**config.mk**
```make
export PLATFORM = sky130hd
export DESIGN_NAME = pkt_stamp_unit
export DESIGN_NICKNAME = d
export VERILOG_FILES = /design/src/rtl/pkt_stamp_pkg.sv /design/src/rtl/pkt_rx_capture.sv /design/src/rtl/pkt_rx_inserter.sv /design/src/rtl/pkt_tx_slots.sv /design/src/rtl/pkt_stamp_unit.sv
export SDC_FILE = /design/constraint.sdc
export NUM_CORES = 1
export LEC_CHECK = 0
export BUFFER_PORTS_ARGS = -buffer_cell sky130_fd_sc_hd__buf_2
export CORE_MARGIN = 5
export CORE_UTILIZATION = 50
export DETAILED_ROUTE_END_ITERATION = 12
export MAX_ROUTING_LAYER = met4
export PLACE_DENSITY = 0.85
export RECOVER_POWER = 50
export SETUP_SLACK_MARGIN = 0.5
export SLEW_MARGIN = 20
export SYNTH_ARGS = -nofsm -noshare
export SYNTH_HDL_FRONTEND = slang
export SYNTH_SLANG_ARGS = --single-unit
export TNS_END_PERCENT = 5
```
**constraint.sdc**
```tcl
create_clock -name clk -period 10.45 [get_ports clk]
set_input_delay 2.09 -clock clk [delete_from_list [all_inputs] [get_ports clk]]
set_output_delay 2.09 -clock clk [all_outputs]
set_load 0.02 [all_outputs]
```
**src/rtl/pkt_stamp_pkg.sv**
```systemverilog
// Shared constants and types of the packet timestamp capture unit.
// Assumes byte-wide receive streams.
package pkt_stamp_pkg;
    localparam int BYTE_W = 8;
    localparam int N_SLOTS = 2;

    // One beat of the receive byte stream as it moves through the delay line.
    typedef struct packed {
        logic                valid;
        logic                sof;
        logic [BYTE_W-1:0]   data;
    } rx_beat_t;
endpackage

```
**src/rtl/pkt_rx_capture.sv**
```systemverilog
// Receive-side capture: latches the time value on a start-of-frame byte
// and decides whether the stamp is inserted in-band.
// Assumes rx_in_sof is only meaningful together with rx_in_valid.
module pkt_rx_capture #(
    parameter int TS_W  = 64,
    parameter int PAD_W = 5
) (
    input  logic             clk,
    input  logic             rst_n,
    input  logic             tmr_en,
    input  logic [TS_W-1:0]  time_in,
    input  logic             stamp_en,
    input  logic             inband_en,
    input  logic [PAD_W-1:0] pad_len,
    input  logic             in_valid,
    input  logic             in_sof,
    output logic [TS_W-1:0]  rx_ts,
    output logic             start_ins
);
    localparam int NB = TS_W / pkt_stamp_pkg::BYTE_W;
    localparam logic [PAD_W-1:0] MIN_PAD = PAD_W'(NB);

    logic hit;

    // Qualify a frame start for stamping.
    always_comb hit = in_valid && in_sof && tmr_en && stamp_en;

    // Request insertion only when the pad can hold the whole stamp.
    always_comb start_ins = hit && inband_en && (pad_len >= MIN_PAD);

    // Hold the most recent receive stamp.
    always_ff @(posedge clk) begin
        if (!rst_n)   rx_ts <= '0;
        else if (hit) rx_ts <= time_in;
    end

    p_hold_when_stopped_r1: assert property (@(posedge clk) disable iff (!rst_n)
        !tmr_en |=> $stable(rx_ts));
    p_hold_without_sof_r2: assert property (@(posedge clk) disable iff (!rst_n)
        !(in_valid && in_sof) |=> $stable(rx_ts));
endmodule

```
**src/rtl/pkt_rx_inserter.sv**
```systemverilog
// Receive stream path: a fixed delay line carries frame bytes, and a
// shift register emits the stamp bytes, most significant first, ahead of them.
// Assumes frames are separated by at least NB idle cycles.
module pkt_rx_inserter #(
    parameter int TS_W = 64
) (
    input  logic                              clk,
    input  logic                              rst_n,
    input  logic                              in_valid,
    input  logic                              in_sof,
    input  logic [pkt_stamp_pkg::BYTE_W-1:0]  in_data,
    input  logic                              start_ins,
    input  logic [TS_W-1:0]                   stamp,
    output logic                              out_valid,
    output logic                              out_sof,
    output logic [pkt_stamp_pkg::BYTE_W-1:0]  out_data
);
    import pkt_stamp_pkg::*;
    localparam int NB    = TS_W / BYTE_W;
    localparam int DEPTH = NB + 1;
    localparam int CW    = $clog2(NB + 1);

    rx_beat_t          dly [DEPTH];
    logic [TS_W-1:0]   sr;
    logic [CW-1:0]     cnt;

    // Shift frame bytes through the delay line; drop sof when a stamp leads.
    always_ff @(posedge clk) begin
        if (!rst_n) begin
            for (int i = 0; i < DEPTH; i++) dly[i] <= '0;
        end else begin
            dly[0] <= '{valid: in_valid, sof: in_sof && !start_ins, data: in_data};
            for (int i = 1; i < DEPTH; i++) dly[i] <= dly[i-1];
        end
    end

    // Load the stamp and count the inserted bytes out.
    always_ff @(posedge clk) begin
        if (!rst_n) begin
            sr  <= '0;
            cnt <= '0;
        end else if (start_ins) begin
            sr  <= stamp;
            cnt <= CW'(NB);
        end else if (cnt != '0) begin
            sr  <= sr << BYTE_W;
            cnt <= cnt - 1'b1;
        end
    end

    // Select a stamp byte while a burst runs, else the delayed frame byte.
    always_ff @(posedge clk) begin
        if (!rst_n) begin
            out_valid <= 1'b0;
            out_sof   <= 1'b0;
            out_data  <= '0;
        end else if (cnt != '0) begin
            out_valid <= 1'b1;
            out_sof   <= (cnt == CW'(NB));
            out_data  <= sr[TS_W-1 -: BYTE_W];
        end else begin
            out_valid <= dly[DEPTH-1].valid;
            out_sof   <= dly[DEPTH-1].sof;
            out_data  <= dly[DEPTH-1].data;
        end
    end

    p_burst_valid_r3: assert property (@(posedge clk) disable iff (!rst_n)
        (cnt != '0) |=> out_valid);
    p_burst_sof_first_r3: assert property (@(posedge clk) disable iff (!rst_n)
        (cnt == CW'(NB)) |=> (out_valid && out_sof));
endmodule

```
**src/rtl/pkt_tx_slots.sv**
```systemverilog
// Transmit stamp store: two slots of {stamp, packet ID} filled in turn,
// preferring a free slot, overwriting the older one when both are unread.
// Assumes tx_sof is a single-cycle pulse per frame.
module pkt_tx_slots #(
    parameter int TS_W = 64,
    parameter int ID_W = 16
) (
    input  logic                                clk,
    input  logic                                rst_n,
    input  logic                                tmr_en,
    input  logic [TS_W-1:0]                     time_in,
    input  logic                                sof,
    input  logic                                req,
    input  logic                                all_en,
    input  logic [ID_W-1:0]                     id_in,
    input  logic                                evt_en,
    input  logic [pkt_stamp_pkg::N_SLOTS-1:0]   rd_hi,
    output logic [pkt_stamp_pkg::N_SLOTS*TS_W-1:0] slot_ts,
    output logic [pkt_stamp_pkg::N_SLOTS*ID_W-1:0] slot_id,
    output logic [pkt_stamp_pkg::N_SLOTS-1:0]   slot_vld,
    output logic                                evt,
    output logic                                ovf
);
    import pkt_stamp_pkg::*;

    logic [TS_W-1:0]    ts_q [N_SLOTS];
    logic [ID_W-1:0]    id_q [N_SLOTS];
    logic [N_SLOTS-1:0] vld;
    logic               ptr;
    logic               wr;
    logic               tgt;

    // Decide whether this frame start is stamped.
    always_comb wr = tmr_en && sof && (req || all_en);

    // Pick the slot: next in turn if free, else the other if free, else oldest.
    always_comb begin
        if (!vld[ptr])       tgt = ptr;
        else if (!vld[!ptr]) tgt = !ptr;
        else                 tgt = ptr;
    end

    // Update slots, valid bits, turn pointer and event pulses.
    always_ff @(posedge clk) begin
        if (!rst_n) begin
            for (int i = 0; i < N_SLOTS; i++) begin
                ts_q[i] <= '0;
                id_q[i] <= '0;
            end
            vld <= '0;
            ptr <= 1'b0;
            evt <= 1'b0;
            ovf <= 1'b0;
        end else begin
            evt <= 1'b0;
            ovf <= 1'b0;
            for (int i = 0; i < N_SLOTS; i++)
                if (rd_hi[i]) vld[i] <= 1'b0;
            if (wr) begin
                ts_q[tgt] <= time_in;
                id_q[tgt] <= id_in;
                vld[tgt]  <= 1'b1;
                ptr       <= !tgt;
                evt       <= evt_en;
                ovf       <= &vld;
            end
        end
    end

    // Pack slots onto the flat output buses.
    for (genvar g = 0; g < N_SLOTS; g++) begin : g_pack
        assign slot_ts[g*TS_W +: TS_W] = ts_q[g];
        assign slot_id[g*ID_W +: ID_W] = id_q[g];
        p_read_clears_r7: assert property (@(posedge clk) disable iff (!rst_n)
            (rd_hi[g] && !wr) |=> !slot_vld[g]);
    end
    assign slot_vld = vld;

    p_ovf_only_when_full_r9: assert property (@(posedge clk) disable iff (!rst_n)
        ovf |-> ($past(vld) == 2'b11));
    p_evt_after_write_r8: assert property (@(posedge clk) disable iff (!rst_n)
        evt |-> (vld != '0));
    p_no_write_stopped_r1: assert property (@(posedge clk) disable iff (!rst_n)
        !tmr_en |=> (!evt && !ovf));
endmodule

```
**src/rtl/pkt_stamp_unit.sv**
```systemverilog
// Top of the packet timestamp capture unit: receive capture with optional
// in-band insertion, and a two-slot transmit stamp store.
// Assumes one synchronous clock domain for time value, streams and control.
module pkt_stamp_unit #(
    parameter int TS_W  = 64,
    parameter int ID_W  = 16,
    parameter int PAD_W = 5
) (
    input  logic                 clk,
    input  logic                 rst_n,
    input  logic                 tmr_en,
    input  logic [TS_W-1:0]      time_in,
    input  logic                 rx_stamp_en,
    input  logic                 rx_inband_en,
    input  logic [PAD_W-1:0]     rx_pad_len,
    input  logic                 rx_in_valid,
    input  logic                 rx_in_sof,
    input  logic [7:0]           rx_in_data,
    output logic                 rx_out_valid,
    output logic                 rx_out_sof,
    output logic [7:0]           rx_out_data,
    output logic [TS_W-1:0]      rx_ts,
    input  logic                 tx_sof,
    input  logic                 tx_req,
    input  logic [ID_W-1:0]      tx_id,
    input  logic                 tx_all_en,
    input  logic                 tx_evt_en,
    input  logic [1:0]           tx_rd_hi,
    output logic [2*TS_W-1:0]    tx_slot_ts,
    output logic [2*ID_W-1:0]    tx_slot_id,
    output logic [1:0]           tx_slot_vld,
    output logic                 tx_evt,
    output logic                 tx_ovf
);
    localparam int NB = TS_W / pkt_stamp_pkg::BYTE_W;
    localparam logic [PAD_W-1:0] MIN_PAD = PAD_W'(NB);

    logic start_ins;

    pkt_rx_capture #(.TS_W(TS_W), .PAD_W(PAD_W)) u_cap (
        .clk       (clk),
        .rst_n     (rst_n),
        .tmr_en    (tmr_en),
        .time_in   (time_in),
        .stamp_en  (rx_stamp_en),
        .inband_en (rx_inband_en),
        .pad_len   (rx_pad_len),
        .in_valid  (rx_in_valid),
        .in_sof    (rx_in_sof),
        .rx_ts     (rx_ts),
        .start_ins (start_ins)
    );

    pkt_rx_inserter #(.TS_W(TS_W)) u_ins (
        .clk       (clk),
        .rst_n     (rst_n),
        .in_valid  (rx_in_valid),
        .in_sof    (rx_in_sof),
        .in_data   (rx_in_data),
        .start_ins (start_ins),
        .stamp     (time_in),
        .out_valid (rx_out_valid),
        .out_sof   (rx_out_sof),
        .out_data  (rx_out_data)
    );

    pkt_tx_slots #(.TS_W(TS_W), .ID_W(ID_W)) u_tx (
        .clk      (clk),
        .rst_n    (rst_n),
        .tmr_en   (tmr_en),
        .time_in  (time_in),
        .sof      (tx_sof),
        .req      (tx_req),
        .all_en   (tx_all_en),
        .id_in    (tx_id),
        .evt_en   (tx_evt_en),
        .rd_hi    (tx_rd_hi),
        .slot_ts  (tx_slot_ts),
        .slot_id  (tx_slot_id),
        .slot_vld (tx_slot_vld),
        .evt      (tx_evt),
        .ovf      (tx_ovf)
    );

    p_insert_needs_pad_r4: assert property (@(posedge clk) disable iff (!rst_n)
        start_ins |-> (rx_pad_len >= MIN_PAD && rx_inband_en && tmr_en));
endmodule

```
After elaboration in Yosys (flattened, before gate mapping)
Memory sizes are Yosys's and may differ from the RTL's.
Cells that the tools add are included.

storage, ports and cells
  register bits = 147
  latch bits = 0
  RAM bits = 250
  ROM bits = 0
  input port bits = 106
  output and inout port bits = 238
  word-level logic and storage cells = 92
  memories kept = 3

operators by class
  add/sub/neg operators = 1
  multipliers = 0
  div/mod/pow operators = 0
  $lt $le $gt $ge = 5
  equality and inequality tests = 1
  shift operators = 0
  mux-type cells = 40
  bitwise logic cells = 11
  reduce and logical (&&, ||, !) cells = 20

memories
  memory     words  bits a word  rd ports  clocked after Yosys merged registers in  wr ports  line                   RTL
  u_tx.ts_q  2      64           2         0                                        2         pkt_tx_slots.sv:26     logic [TS_W-1:0] ts_q [N_SLOTS];
  u_ins.dly  9      10           9         0                                        9         pkt_rx_inserter.sv:23  rx_beat_t dly [DEPTH];
  u_tx.id_q  2      16           2         0                                        2         pkt_tx_slots.sv:27     logic [ID_W-1:0] id_q [N_SLOTS];

operator list
  operator               number
  $mux W64               3
  $mux W10               9
  $reduce_or A64 Y1      1
  $mux W1                22
  $mux W16               1
  $reduce_or A16 Y1      1
  $logic_and A1 B1 Y1    9
  $or A1 B1 Y1           9
  $mux W4                2
  $mux W8                1
  $lt A1 B2 Y1 const B   3
  $ge A5 B4 Y1 const B   1
  $eq A4 B4 Y1 const B   1
  $reduce_and A2 Y1      2
  $reduce_bool A4 Y1     1
  $sub A4 B1 Y4 const B  1
  $logic_not A1 Y1       3
  $mux W2                1
  $or A2 B2 Y2           1
  $reduce_bool A2 Y1     1
  $reduce_or A2 Y1       1
  $demux W1 S1           1
  $ge A1 B1 Y1 const B   1
  $logic_or A1 B1 Y1     1
  $not A1 Y1             1

Logic depth before layout (Yosys ltp)
Gate-level depths: netlist of run 1.

  depth in word-level cells = 11
  mapped depth = 8
  mapped depth without buffers = 5

Hierarchy
A second synthesis of run 1 with hierarchy kept.

second synthesis, totals
  cell total of the unflattened synthesis = 1320
  area, all modules = 14285.0 µm²

by module, submodules not included
  module           times used  cells each  area an instance (µm²)
  pkt_tx_slots     1           448         6043.3
  pkt_rx_inserter  1           592         5622.9
  pkt_rx_capture   1           280         2618.8

Worst setup path after synthesis of run 1
Ideal clock, no wire load.

  path type = input to register
  start point = input tx_all_en
  end point = memory u_tx.id_q[0][0] (enable)
  library setup time = 629 ps
  data arrival time = 7880 ps
  setup slack = 1941 ps
  stages on the path = 2
  buffers on the path = 0
  cell sequence = o211ai_1 > o21ai_0

RTL lines
  what             line                  RTL
  start, declared  pkt_stamp_unit.sv:26  input logic tx_all_en,
  end, declared    pkt_tx_slots.sv:27

==> impl_results.md, run 1 <==
- GRT Util Overall: 0.224
- Critical Path End Type: register
- Outcome: finished with violations
- Slew @ Worst Pin: slightly above 4 ns
- Maximum VDD drop: approximately 200 uV
- Logic pwr share: 0.124
- Crit Path Class: in -> reg
- Vias in the first global route: between 10000 and 15000
- Die Height: 178 um
- CP arrival: approximately 6.4 ns
- Cell row count: approximately 60
- I/O pin cnt: between 300 and 400
- Final Non-Filler Cells: between 1500 and 2000
- Number of synthesized register bits: around 400
- FMAX: 157 MHz
- Crit path max fanout: about 120
- CP startpoint: rst_n
- Commonest non-fill, non-tap cell in the layout: clkbuf_1
- Routability Congestion: about 0.77
- Nets@finish: between 1500 and 2000
- CP Cell Sequence: clkbuf_1 -> o21ai_4 -> clkbuf_1
- Initial Utilization: 0.508
- Most frequent cells in the layout: 248 x clkbuf_1, 237 x dfxtp_1, 226 x nand2_1
- P_sw: between 0.9 and 1 mW
- Inst Count DP: 1900
- Clk_skew: 0.0147 ns
- Average size of a mapped cell: roughly 11 um^2
- Mapped Cells: around 1300
- MaxCap Viol Count: 1
- First-pass detailed-route iteration total: 5
- First-pass GRT wire length: roughly 55000 um
- Dpl hpwl: between 20000 and 25000 um
- Most common cell on crit path: clkbuf_1
- Post-CTS Setup Bufs: 0
- Per-cell routed wire length: ~18 um
- Clock Path Buffers: 3
- Fraction of layout cells with a size suffix above 1: 0.124
- Critical path endpoint: u_tx.ts_q[0][63]
- Worst R2R Path Depth: 4
- Final core utilization: 0.609
- Slowest CP cell: clkbuf_1
- Final WL: roughly 36000 um
- Leakage: approximately 6.6 nW
- Clk pwr share: 0.387
- Crit path largest cell delay: about 2.8 ns
- Seq/Total Area, Yosys: 0.675
- Post-synthesis cell area: 0.0142 mm^2
- Diode count: 0
- Multi-input combinational cell area: 0.00418 mm^2
- Relative slew slack: -1.70
- Failing checks: capacitance limit, slew limit
- Netlist cell types: 39
- Hold Buf Count CTS: 0
- Pins over their slew limit: 122
- Die width: between 150 and 200 um
- Clock Pin Slew Worst Setup and Hold Paths: 0.06 ns
- Setup TNS: 0 ns
- Seq pwr share: 0.489
- ANT nets after route: 0
- Worst-skew pair later-pin latency: 0.53 ns
- RSZ-0062 raised after global routing: false
- Required time of the critical path: roughly 11 ns
- Antenna violations before repair: 0
- R2r endpoint: u_tx.ts_q[0][63]
- Post-CTS resize count: 0
- Share of the synthesized area in the top cell type: 0.339
- Via count: between 10000 and 15000
- Register area: around 0.0095 mm^2
- CTS tree: yes
- Clock tree sinks: slightly below 400
- GRT overflow: 0
- Final setup fails: 0
- Pwr dens: between 200 and 250 mW/mm^2
- DR iter-0 viols: slightly above 800
- Number of H-tree levels: 2
- HP Class: reg -> reg
- Crit share post-route: 0.609
- Die ar.: ~0.032 mm^2
- Sw Ratio: 0.274
- CORE AREA: about 0.028 mm^2
- Startpoint Class: input pin
- Min Tclk post-route: about 6.4 ns
- R2r setup slk: roughly 7.7 ns
- Filler cell count: approximately 2300
- Yosys Warn Count: 0
- IO buf count: 340
- Root Driver: clkbuf_16
- FF-to-FF Start: u_tx.slot_vld[0]
- CTS buffer count: between 40 and 50
- Pin count of the biggest net entering global routing: roughly 150
- Synth-to-layout area growth: 19.9%
- Cell taking the most area after synthesis: edfxtp_1
- Vias per std cell: roughly 5.2
- # DRC: 0
- Fin. Hold Viols: 0
- Synth top area cells: edfxtp_1 34%, dfxtp_1 34%, nand2_1 6.0%
- Worst path top cell family by delay: buffers and inverters
- Crit path depth: 3
- P_int: between 2 and 3 mW
- Crit path buffers/inverters: 2
- Mapped Nets: between 1000 and 1500
## cells by family (layout without fill, tap and decap cells)
| logic type | Yosys count | after routing | synth area share |
|---|---|---|---|
| and+or+nand+nor | 506 | 506 | 0.177 |
| adders and majority gates | 1 | 1 | 0.000884 |
| AOI/OAI and AO/OA | 261 | 261 | 0.111 |
| xor gates and xnor gates | 2 | 2 | 0.00124 |
| DFF | 397 | 397 | 0.675 |
| buffers and inverters | 106 | 431 | 0.0346 |
## cell type report
| type | instances | share of cell area |
|---|---|---|
| Multi-Input combinational cell | 770 | 0.246 |
| Sequential cell | 397 | 0.563 |
| Clock inverter | 25 | 0.0102 |
| Inverter | 3 | 0.000664 |
| Timing Repair Buffer | 353 | 0.0894 |
| Clock buffer | 50 | 0.0630 |
| Tap cell | 378 | 0.0279 |
## stage by stage
stage / area, um^2 / power (mW) / hold WS [ns] / setup slack [ns]
final: 17000 / 3.50 / 0.430 / 4.08
after global routing: 17000 / 3.64 / 0.438 / 3.47
after CTS: 17300 / 3.54 / 0.430 / 6.65
after detailed placement: 16000 / 2.19 / 0.417 / 6.11
after global placement: 16000 / 2.18 / 0.413 / 5.83
after floorplan: 14200 / 2.07 / 0.412 / 1.94
## routing by layer
| layer | share of wire | global-route usage |
|---|---|---|
| met1 | 0.41 | 0.279 |
| met2 | 0.49 | 0.378 |
| met3 | 0.079 | 0.0439 |
| met4 | 0.020 | 0.0563 |
| met5 | 0 | - |
## Yosys cell counts (all sizes together)
master,count
a211oi,1
or3,1
o22ai,1
o211a,1
inv,3
a31oi,1
and4,1
and3,131
and2,91
nor4bb,1
a21oi,112
a21boi,81
or2,1
nand3,8
nor2,38
a21o,1
o21a,2
or3b,1
nand2b,1
edfxtp,160
o211ai,1
nand2,226
o21ai,60
nor2b,2
nand4,1
clkbuf,64
nor3b,1
ha,1
buf,39
dfxtp,237
xnor2,2
nor3,2
## worst reg2reg max path, cell delays in order, from the launching register on
cell	delay, ns
dfxtp_1	0.35
nand2b_1	0.21
a21o_2	0.26
o21ai_4	0.44
clkbuf_1	1.09
## worst min path at each step
stage | from | end | cells after the start
finish | u_ins.dly[0][10] | u_ins.dly[0][20] | 1
global route | u_ins.dly[0][13] | u_ins.dly[0][23] | 1
CTS | u_ins.dly[0][79] | u_ins.dly[0][89] | 1
detailed placement | u_ins.dly[0][68] | u_ins.dly[0][78] | 1
global placement | u_ins.dly[0][19] | u_ins.dly[0][29] | 1
floorplan | u_ins.dly[0][0] | u_ins.dly[0][10] | 1
## power groups by stage
stage / Sequential (mW) / Clock [mW] / Combinational (mW)
2_1_floorplan: 1.80 / 0 / 0.267
3_3_place_gp: 1.74 / 0 / 0.439
3_5_place_dp: 1.74 / 0 / 0.448
4_1_cts: 1.71 / 1.38 / 0.450
5_1_grt: 1.71 / 1.45 / 0.473
6_report: 1.71 / 1.35 / 0.435
## sequential cells by signal (all words and copies together), names as in the netlist
name	count
u_tx.ts_q	128
u_ins.dly	90
u_cap.rx_ts	64
u_ins.sr	64
u_tx.id_q	32
u_ins.out_data	8
u_ins.cnt	4
u_tx.slot_vld	2
u_ins.out_sof	1
u_ins.out_valid	1
u_tx.evt	1
u_tx.ovf	1
u_tx.ptr	1
(Power assumes the default switching activity.)
==> inputs of run 2 (changes only) <==
- ABC_AREA: default -> 1
- clock period: 10.45 -> 6.1 ns (I/O delays scaled with it)
==> run 2 against run 1 <==
  * The run still ends with capacitance limit, slew limit left
  * Combinational power increased by 110%
  * Sequential power increased by 73%
  * Non-clock buffer count decreased by 3
  * Count of clock-buffer cells in the layout increased by 5
  * Clock skew increased by 0.0081 ns
  * Register-to-register slack got worse by 5.7 ns
  * Utilization decreased by 1.1 points
  * Synthesized cell count increased by 21%
  * Die area increased by 6.6%
  * Hold slack got worse by 0.033 ns
  * Clock power increased by 76%
==> impl_results.md, run 2 <==
- Required time of the critical path: 5.50 ns (-5.00 ns)
- Final WL: 38200 um (+6.7%)
- Seq pwr share: 0.474 (-0.015)
- Sw Ratio: 0.286 (+0.0121)
- FMAX: about 220 MHz
- First-pass detailed-route iteration total: 6 (+1)
- Slowest CP cell: nand2_1
- Most frequent cells in the layout: 252 x clkbuf_1, 248 x nand2_1, 237 x dfxtp_1
- Vias per std cell: 5.02 (-4.4%)
- Pin count of the biggest net entering global routing: 108 (-26%)
- Worst slack, placed: 2.31 ns (-3.80 ns)
- RSZ-0062 raised after global routing: false
- GRT Util Overall: 0.223 (-0.000273)
- Clock tree sinks: 397 (unchanged)
- Average size of a mapped cell: 9.83 um^2 (-12%)
- Top-count cell post-synth: nand2_1
- Final core utilization: 0.598 (-0.0114)
- Netlist cell types: 24 (-38%)
- P_sw: 1.79 mW (+87%)
- Clk_skew: 0.0229 ns (+0.00812 ns)
- HP Class: reg -> reg
- Hold Buf Count CTS: 0 (unchanged)
- Crit path max fanout: 80 (-34%)
- Largest Register: u_tx.ts_q
- Mapped Nets: 1647 (+19%)
- Setup TNS: 0 ns (unchanged)
- Initial Utilization: 0.508 (about the same)
- Post-synth top flop: dfxtp_1
- Number of synthesized register bits: 397 (unchanged)
- Cell row count: 63 (+3.3%)
- DR iter-0 viols: 1013 (+23%)
- Failing checks: capacitance limit, slew limit
- Final setup fails: 0 (unchanged)
- Seq/Total Area, Yosys: 0.631 (-0.0440)
- Crit Path Class: in -> reg
- Min Tclk post-route: around 4.5 ns
- Largest regs: u_tx.ts_q (128), u_ins.dly (90)
- EDFF count, synth: 160 (unchanged)
- Logic pwr share: 0.146 (+0.022)
- Post-CTS Setup Bufs: 0 (unchanged)
- Dpl hpwl: 25000 um (+9.5%)
- Yosys Warn Count: 0 (unchanged)
- Antenna violations before repair: 1 (+1)
- Number of H-tree levels: 2 (unchanged)
- Post-CTS resize count: 0 (unchanged)
- Post-synthesis cell area: 0.0151 mm^2 (+7.0%)
- Worst-skew pair later-pin latency: 0.53 ns (about the same)
- Critical Path End Type: register
- Startpoint Class: input pin
- Die Height: 184 um (+3.2%)
- Crit path buffers/inverters: 1 (-1)
- Die ar.: 0.0339 mm^2 (+6.6%)
- CORE AREA: 0.0298 mm^2 (+7.0%)
- CTS tree: yes
- Post-synth top cells: 249 x nand2_1, 237 x dfxtp_1, 217 x inv_1, 188 x nor2_1, 160 x edfxtp_1
- Outcome: finished with violations
- Slack of the critical path: 1.56 ns (-2.53 ns)
- Filler cell count: 2481 (+7.6%)
- Synth top area cells: edfxtp_1 32%, dfxtp_1 31%, nand2_1 6.2%
- GRT overflow: 0 (unchanged)
- Worst path top cell family by delay: simple AND/OR/NAND/NOR gates
- Cell taking the most area after synthesis: edfxtp_1
- I/O pin cnt: 344 (unchanged)
- Fin. Hold Viols: 0 (unchanged)
- CP Cell Sequence: buf_4 -> nand2_1
- Clock Path Buffers: 3 (unchanged)
- Pins over their slew limit: 129 (+5.7%)
- Relative slew slack: -1.45 (+0.251)
- Crit path largest cell delay: 2.17 ns (-0.63 ns)
- Largest register FFs: 128 (unchanged)
- IO buf count: 340 (unchanged)
- Routability Congestion: 0.838 (+8.1%)
- Clock Pin Slew Worst Setup and Hold Paths: 0.06 ns (about the same)
- CTS buffer count: 40 (-2.4%)
- Mapped Cells: 1540 (+21%)
- Commonest non-fill, non-tap cell in the layout: clkbuf_1
- Pwr dens: 351 mW/mm^2 (+70%)
- Fraction of layout cells with a size suffix above 1: 0.138 (+0.0146)
- Root Driver: clkbuf_16
- ANT nets after route: 0 (unchanged)
- CP arrival: 3.95 ns (-2.47 ns)
- Share of the synthesized area in the top cell type: 0.317 (-0.0222)
- MaxCap Viol Count: 2 (+1)
- # DRC: 0 (unchanged)
- Clk pwr share: 0.380 (-0.007)
- Via count: 11300 (+9.1%)
- Nets@finish: 1940 (+16%)
- Ys async rst share: 0 (unchanged)
- Slew @ Worst Pin: 3.68 ns (-0.377 ns)
- Maximum VDD drop: 371 uV (+85%)
- Vias in the first global route: 11100 (+8.1%)
- Leakage: 7.71 nW (+16%)
- Per-cell routed wire length: 16.9 um (-6.4%)
- P_int: 4.46 mW (+76%)
- Die width: 184 um (+3.2%)
- Crit share post-route: 0.745
- Synth-to-layout area growth: 17.6%
- First-pass GRT wire length: 58700 um (+7.3%)
run 2: cell types whose count changed after synthesis, moves of 7 or more:
cell	previous run	this run
a21oi_1	101	108
nor2_4	0	80
a21boi_0	80	0
buf_2	31	62
buf_12	0	9
nand3_1	8	108
a21oi_2	11	0
clkbuf_1	61	23
nor2_1	37	188
nand2_1	226	249
and3_1	131	0
inv_1	3	217
and2_1	91	0
a211oi_1	0	26
run 2: area by class of cell:
class	count	area (um^2)	area share
clock inverters	17	180	0.0101
well taps	390	488	0.0274
flip-flops and latches	397	9550	0.536
repair buffers	350	1490	0.0836
multi-input cells	825	4190	0.235
clock buffers	55	1090	0.0611
diodes	1	2.50	0.000141
inverters	219	823	0.0462
run 2: through the flow:
step	hold slack (ns)	power, mW	instances	cell area, um^2
2_1_floorplan	0.390	3.65	1540	15100
3_3_place_gp	0.392	3.93	2181	16900
3_5_place_dp	0.396	3.96	2181	16900
4_1_cts	0.391	6.32	2253	18100
5_1_grt	0.422	6.50	2254	17800
6_report	0.396	6.25	2254	17800
run 2: final timing paths:
check                    from          endpoint  slack, ns  cells past startpoint
max                     rst_n  u_tx.ts_q[0][50]       1.56                      2
max reg2reg  u_tx.slot_vld[0]  u_tx.ts_q[0][50]       2.00                      5
min          u_ins.dly[0][49]  u_ins.dly[0][59]       0.40                      2
min reg2reg  u_ins.dly[0][49]  u_ins.dly[0][59]       0.40                      2
run 2: power groups by stage:
stage / Sequential (mW) / Combinational [mW] / Clock, mW
3_3_place_gp: 3.00 / 0.932 / 0
5_1_grt: 2.97 / 0.997 / 2.53
3_5_place_dp: 3.01 / 0.950 / 0
2_1_floorplan: 3.14 / 0.512 / 0
4_1_cts: 2.95 / 0.952 / 2.42
6_report: 2.96 / 0.914 / 2.38
run 2: cell families after synthesis:
kind of cell    after synthesis  share of synthesized area
fa+ha+maj                     1                   0.000826
flops                       397                      0.631
buf+inv                     318                     0.0939
simple gates                635                      0.208
compound gates              189                     0.0671
run 2: layer usage:
layer | wire length (um) | global-route usage | share of wire | vias up
met5 | 0 | - | 0 | -
met4 | 1610 | 0.0864 | 0.042 | 0
met3 | 2890 | 0.0408 | 0.076 | 105
met2 | 19300 | 0.381 | 0.51 | 473
met1 | 14400 | 0.263 | 0.38 | 5278
li1 | - | - | - | 5449
